[config.mk]
export PLATFORM = sky130hd
export DESIGN_NAME = adc_trig_irq_gate
export DESIGN_NICKNAME = d
export VERILOG_FILES = /design/src/rtl/trig_gate_pkg.sv /design/src/rtl/tg_ext_sync.sv /design/src/rtl/tg_route.sv /design/src/rtl/tg_pend_slot.sv /design/src/rtl/tg_irq_decim.sv /design/src/rtl/adc_trig_irq_gate.sv
export SDC_FILE = /design/constraint.sdc
export NUM_CORES = 1
export LEC_CHECK = 0
export BUFFER_PORTS_ARGS = -buffer_cell sky130_fd_sc_hd__buf_2
export CORE_ASPECT_RATIO = 1.1
export CORE_MARGIN = 2
export CORE_UTILIZATION = 40
export CTS_BUF_LIST = sky130_fd_sc_hd__clkbuf_8
export CTS_CLUSTER_SIZE = 30
export DETAILED_ROUTE_END_ITERATION = 7
export PLACE_DENSITY = 0.76
export SYNTH_ARGS = -nofsm -noshare
export SYNTH_HDL_FRONTEND = slang
export SYNTH_SLANG_ARGS = --single-unit
[constraint.sdc]
create_clock -name clk -period 0.9 [get_ports clk]
set_input_delay 0.135 -clock clk [delete_from_list [all_inputs] [get_ports clk]]
set_output_delay 0.135 -clock clk [all_outputs]
set_load 0.01 [all_outputs]
[src/rtl/trig_gate_pkg.sv]
package trig_gate_pkg;
  localparam int unsigned NSEQ = 2;
  localparam int unsigned SQ1  = 0;
  localparam int unsigned SQ2  = 1;

  typedef struct packed {
    logic ext1;
    logic evb2;
    logic evb1;
    logic eva1;
  } src_en_t;
endpackage

[src/rtl/tg_ext_sync.sv]
module tg_ext_sync #(
  parameter int unsigned STAGES = 2
) (
  input  logic clk,
  input  logic rst_n,
  input  logic pin,
  output logic rise
);
  logic [STAGES-1:0] sh_q, sh_d;
  logic              last_q, last_d;

  always_comb begin
    sh_d   = {sh_q[STAGES-2:0], pin};
    last_d = sh_q[STAGES-1];
    rise   = sh_q[STAGES-1] & ~last_q;
  end

  always_ff @(posedge clk or negedge rst_n) begin
    if (!rst_n) begin
      sh_q   <= '0;
      last_q <= 1'b0;
    end else begin
      sh_q   <= sh_d;
      last_q <= last_d;
    end
  end
endmodule

[src/rtl/tg_route.sv]
module tg_route
  import trig_gate_pkg::*;
(
  input  logic            chain,
  input  logic [NSEQ-1:0] sw_wr,
  input  logic [NSEQ-1:0] sw_val,
  input  logic            eva,
  input  logic            evb,
  input  logic            ext_rise,
  input  src_en_t         en,
  output logic [NSEQ-1:0] set,
  output logic [NSEQ-1:0] clr
);
  always_comb begin
    set[SQ1] = (sw_wr[SQ1] & sw_val[SQ1])
             | (eva & en.eva1)
             | (ext_rise & en.ext1)
             | (chain & evb & en.evb1);
    set[SQ2] = ~chain & ((sw_wr[SQ2] & sw_val[SQ2]) | (evb & en.evb2));
    clr      = sw_wr & ~sw_val;
  end
endmodule

[src/rtl/tg_pend_slot.sv]
module tg_pend_slot (
  input  logic clk,
  input  logic rst_n,
  input  logic set,
  input  logic clr,
  input  logic idle,
  output logic pend,
  output logic start
);
  logic pend_q, pend_d;
  logic start_q, start_d;

  always_comb begin
    if (clr) begin
      pend_d  = 1'b0;
      start_d = 1'b0;
    end else begin
      start_d = pend_q & idle;
      pend_d  = set | (pend_q & ~idle);
    end
  end

  always_ff @(posedge clk or negedge rst_n) begin
    if (!rst_n) begin
      pend_q  <= 1'b0;
      start_q <= 1'b0;
    end else begin
      pend_q  <= pend_d;
      start_q <= start_d;
    end
  end

  assign pend  = pend_q;
  assign start = start_q;
endmodule

[src/rtl/tg_irq_decim.sv]
module tg_irq_decim #(
  parameter int unsigned DECIM = 2
) (
  input  logic clk,
  input  logic rst_n,
  input  logic soft_clr,
  input  logic cnt_clr,
  input  logic eos,
  input  logic en,
  input  logic mode_wr,
  input  logic mode_val,
  output logic irq,
  output logic mode
);
  localparam int unsigned CW = (DECIM > 1) ? $clog2(DECIM) : 1;
  localparam logic [CW-1:0] LAST = CW'(DECIM - 1);

  logic          mode_q, mode_d;
  logic [CW-1:0] cnt_q, cnt_d;
  logic          irq_q, irq_d;

  always_comb begin
    mode_d = mode_q;
    cnt_d  = cnt_q;
    irq_d  = 1'b0;
    if (soft_clr) begin
      mode_d = 1'b0;
      cnt_d  = '0;
    end else if (mode_wr || cnt_clr) begin
      if (mode_wr) mode_d = mode_val;
      cnt_d = '0;
    end else if (eos) begin
      if (!mode_q) begin
        irq_d = en;
      end else if (cnt_q == LAST) begin
        cnt_d = '0;
        irq_d = en;
      end else begin
        cnt_d = cnt_q + 1'b1;
      end
    end
  end

  always_ff @(posedge clk or negedge rst_n) begin
    if (!rst_n) begin
      mode_q <= 1'b0;
      cnt_q  <= '0;
      irq_q  <= 1'b0;
    end else begin
      mode_q <= mode_d;
      cnt_q  <= cnt_d;
      irq_q  <= irq_d;
    end
  end

  assign irq  = irq_q;
  assign mode = mode_q;
endmodule

[src/rtl/adc_trig_irq_gate.sv]
module adc_trig_irq_gate
  import trig_gate_pkg::*;
#(
  parameter int unsigned SYNC_STAGES = 2,
  parameter int unsigned IRQ_DECIM   = 2
) (
  input  logic       clk,
  input  logic       rst_n,
  input  logic       chain_mode,
  input  logic [1:0] sw_wr,
  input  logic [1:0] sw_val,
  input  logic       eva_trig,
  input  logic       evb_trig,
  input  logic       ext_pin,
  input  logic       eva_en1,
  input  logic       evb_en1,
  input  logic       evb_en2,
  input  logic       ext_en1,
  input  logic [1:0] seq_idle,
  input  logic [1:0] seq_rst_wr,
  input  logic       mod_rst_wr,
  input  logic [1:0] eos,
  input  logic [1:0] irq_en,
  input  logic [1:0] irq_mode_wr,
  input  logic [1:0] irq_mode_val,
  output logic [1:0] start,
  output logic [1:0] pending,
  output logic [1:0] irq,
  output logic [1:0] seq_rst,
  output logic       mod_rst_busy,
  output logic [1:0] irq_mode
);
  src_en_t         en;
  logic            ext_rise;
  logic [NSEQ-1:0] set, sw_clr, pend_clr;
  logic            mrst_q, mrst_d;
  logic [NSEQ-1:0] srst_q, srst_d;

  assign en = '{ext1: ext_en1, evb2: evb_en2, evb1: evb_en1, eva1: eva_en1};

  tg_ext_sync #(.STAGES(SYNC_STAGES)) u_sync (
    .clk(clk), .rst_n(rst_n), .pin(ext_pin), .rise(ext_rise)
  );

  tg_route u_route (
    .chain(chain_mode), .sw_wr(sw_wr), .sw_val(sw_val),
    .eva(eva_trig), .evb(evb_trig), .ext_rise(ext_rise),
    .en(en), .set(set), .clr(sw_clr)
  );

  always_comb begin
    mrst_d   = mod_rst_wr & ~mrst_q;
    srst_d   = mrst_q ? '0 : (seq_rst_wr & ~srst_q);
    pend_clr = sw_clr | seq_rst_wr | {NSEQ{mrst_q}};
  end

  always_ff @(posedge clk or negedge rst_n) begin
    if (!rst_n) begin
      mrst_q <= 1'b0;
      srst_q <= '0;
    end else begin
      mrst_q <= mrst_d;
      srst_q <= srst_d;
    end
  end

  for (genvar i = 0; i < NSEQ; i++) begin : g_seq
    tg_pend_slot u_pend (
      .clk(clk), .rst_n(rst_n), .set(set[i]), .clr(pend_clr[i]),
      .idle(seq_idle[i]), .pend(pending[i]), .start(start[i])
    );
    tg_irq_decim #(.DECIM(IRQ_DECIM)) u_irq (
      .clk(clk), .rst_n(rst_n), .soft_clr(mrst_q), .cnt_clr(seq_rst_wr[i]),
      .eos(eos[i]), .en(irq_en[i]), .mode_wr(irq_mode_wr[i]),
      .mode_val(irq_mode_val[i]), .irq(irq[i]), .mode(irq_mode[i])
    );
  end

  assign mod_rst_busy = mrst_q;
  assign seq_rst      = srst_q;
endmodule

==> run summary <==
Netlist cell types: 21
pins over their slew limit: 0
layout cells sized above 1: 58.00%
PD cells: 1490 nW/um^2
net count after synthesis: 88
most common cell after layout, fill and taps aside: buf_2
DRT Pass-1 Iters: 4
hpwl dp: 1055 um
Net Sw Frac: 25.01%
Top Ports: 38
Multi-input gate area: 310.3 um^2
critical path, cell by cell: buf_6 -> buf_6
status: finished with violations
FILL cells: 110
Crit path buffers/inverters: 2
Clock Tree Root: clkbuf_8
Reg2Reg Depth: 3
vias in the first global route: 584
CP dominant cell by count: buf_6
Final Hold Fails: 0
violation count after the first detailed-routing iteration: 13
switching power: 397.6 uW
Pint: 1192 uW
CTS sink count: 16
VDD IR max: 1.130 mV
Min-Delay Endpoint: mod_rst_busy
GRT Overall Usage: 17.59%
num rows: 15
critical-path maximum fanout: 2
die span in x: 43.41 um
maxcap violations: 0
Reg2Reg Launch Point: g_seq[0].u_irq.mode
Hold Path Depth: 2
R2R Path End: g_seq[0].u_irq.irq
# port buffers: 37
Clock Path Buffers: 2
Comb pwr share: 18.5%
Clk pwr share: 32.6%
final WL: 1697 um
RSZ-0062 raised after global routing: true
Data required, critical path: 0.76 ns
gpl congestion: 0.6464
H-tree depth: 1
Worst Min Path Start: mod_rst_wr
Worst-Margin Slew: 0.3493 ns
first-pass GRT wire length: 2504 um
initial antenna violation count: 0
Clk pin slew, worst setup/hold paths: 0.06 ns
synthesized instance count: 61
CTS Buf Count: 3
largest net degree at the start of global routing: 17
nets@finish: 129
Hold Path Class: input port to flop
core footprint: 1595 um^2
slowest stage delay, CP: 0.39 ns
Clock Latency Late Sink: 0.24 ns
#FFs+latches synth: 16
gr ovfl total: 0
sequential power share: 48.8%
post-route clock period utilization: 110.9%
Final ANT Viol Nets: 0
failing checks: negative setup slack
Ant. Diodes: 0
Finish-stage setup viols: 14
drc violations: 0
CTS tree: built
Max-slew headroom: 76.72%
Post-Synthesis Cell Area: 683.2 um^2
clock skew: 0.003206 ns
Finished Cell Area: 1067 um^2
syn_area_per_cell: 11.20 um^2
critical path arrival: 0.86 ns
FF+latch area: 400.4 um^2
fin util: 66.90%
Die Ht: 47.35 um
Die Area: 2055 um^2
Worst path slowest cell: dfrtp_1
CP Launch Type: flop
f_max: 1.002 GHz
vias per cell: 5.137
CP Class: flop to primary output
yosys warns: 0
Area Overhead vs Synth: 56.23%
routed via count: 601
commonest non-fill, non-tap cells in the layout: 36 x buf_2, 16 x dfrtp_1, 6 x inv_1, 5 x buf_6
LEAKAGE: 0.0005303 uW
dpl cell area: 854.6 um^2
wire per inst: 14.50 um
flop-to-flop setup slack: -0.09 ns
endpoint class of the critical path: primary output
Initial Utilization: 42.82%
clock period minus worst slack: 0.9979 ns
Seq/Total Area, Yosys: 58.61%
delay-heaviest family, CP: flip-flops
post-route worst setup slack: -0.09793 ns
Design Power: 1590 uW
## state kept, by name (all words and copies together) (netlist names)
name / flops
mod_rst_busy: 1
g_seq.u_irq.irq: 2
g_seq.u_pend.pend: 2
seq_rst: 2
u_sync.last_q: 1
g_seq.u_irq.cnt_q: 2
g_seq.u_irq.mode: 2
u_sync.sh_q: 2
g_seq.u_pend.start: 2
## how the worst max path moves through the flow
stage | depth (start not counted) | start | end
2_1_floorplan | 2 | mod_rst_busy | g_seq[0].u_irq.cnt_q
3_3_place_gp | 2 | mod_rst_busy | g_seq[0].u_irq.irq
3_5_place_dp | 2 | mod_rst_busy | g_seq[0].u_irq.cnt_q
4_1_cts | 2 | mod_rst_busy | mod_rst_busy
5_1_grt | 3 | g_seq[0].u_irq.mode | g_seq[0].u_irq.irq
6_report | 2 | mod_rst_busy | mod_rst_busy
## per-stage QoR
stage	instances	setup WS, ns	hold WS, ns	setup TNS (ns)
after floorplan	61	-0.01365	-0.1606	-0.02729
after global placement	109	-0.002323	0.05798	-0.002323
after detailed placement	109	-0.03769	0.06909	-0.05203
after CTS	116	-0.09849	0.09587	-0.5499
after global routing	117	-0.1584	0.1239	-1.221
final	117	-0.09793	0.1064	-0.6616
## routing by layer
metal / vias up / wire length (um) / track usage (%)
met5: - / 0 / 0
met3: 4 / 81 / 3.462
met1: 294 / 568 / 18.00
met2: 22 / 994 / 33.43
li1: 281 / - / -
met4: 0 / 53 / 10.91
## worst reg2reg max path, stage by stage (launching register included)
cell and delay (ns):
dfrtp_1 0.40, inv_1 0.06, o211ai_1 0.13, nor4_4 0.30
## synthesized netlist by cell type (all sizes together)
cell	n	area [um^2]
a2111oi	2	18.77
a221oi	1	8.760
a22oi	1	7.510
a2bb2oi	1	8.760
a31oi	1	6.260
buf	8	60.06
clkbuf	1	3.750
dfrtp	16	400.4
inv	6	22.52
mux2i	2	20.02
nand2	4	15.01
nand3	1	5.000
nand3b	1	7.510
nor2	4	15.01
nor2b	1	6.260
nor3b	2	15.01
nor4	4	25.02
o211ai	2	15.01
o21ai	1	5.000
xor2	2	17.52
## power by group through the flow
stage / clock network (uW) / logic (uW) / registers [uW]
after CTS: 536 / 249 / 775
after detailed placement: 0 / 203 / 788
after global placement: 0 / 198 / 787
after floorplan: 0 / 97.8 / 790
final: 519 / 294 / 777
after global routing: 573 / 323 / 779
## logic make-up after synthesis
logic type | share of synthesized area, %
AOI/OAI and AO/OA | 10.26
xor gates and xnor gates | 2.565
buffers and inverters | 12.64
DFF | 58.61
muxes | 2.931
and+or+nand+nor | 13.00
## area by class of cell
class	count	share of cell area, %
Tap cell	17	1.993
Clock buffer	3	3.869
Timing Repair Buffer	45	25.44
Multi-Input combinational cell	30	29.07
Inverter	6	2.110
Sequential cell	16	37.51
## repair_timing
action	in CTS	in global routing
hold buffers	2	0
gates resized for setup	12	11
setup endpoints to repair	10	17
buffers inserted	2	1
endpoints found under the hold margin	17	0
pin swaps	1	4
No activity file was read; power rests on OpenSTA's default activity.
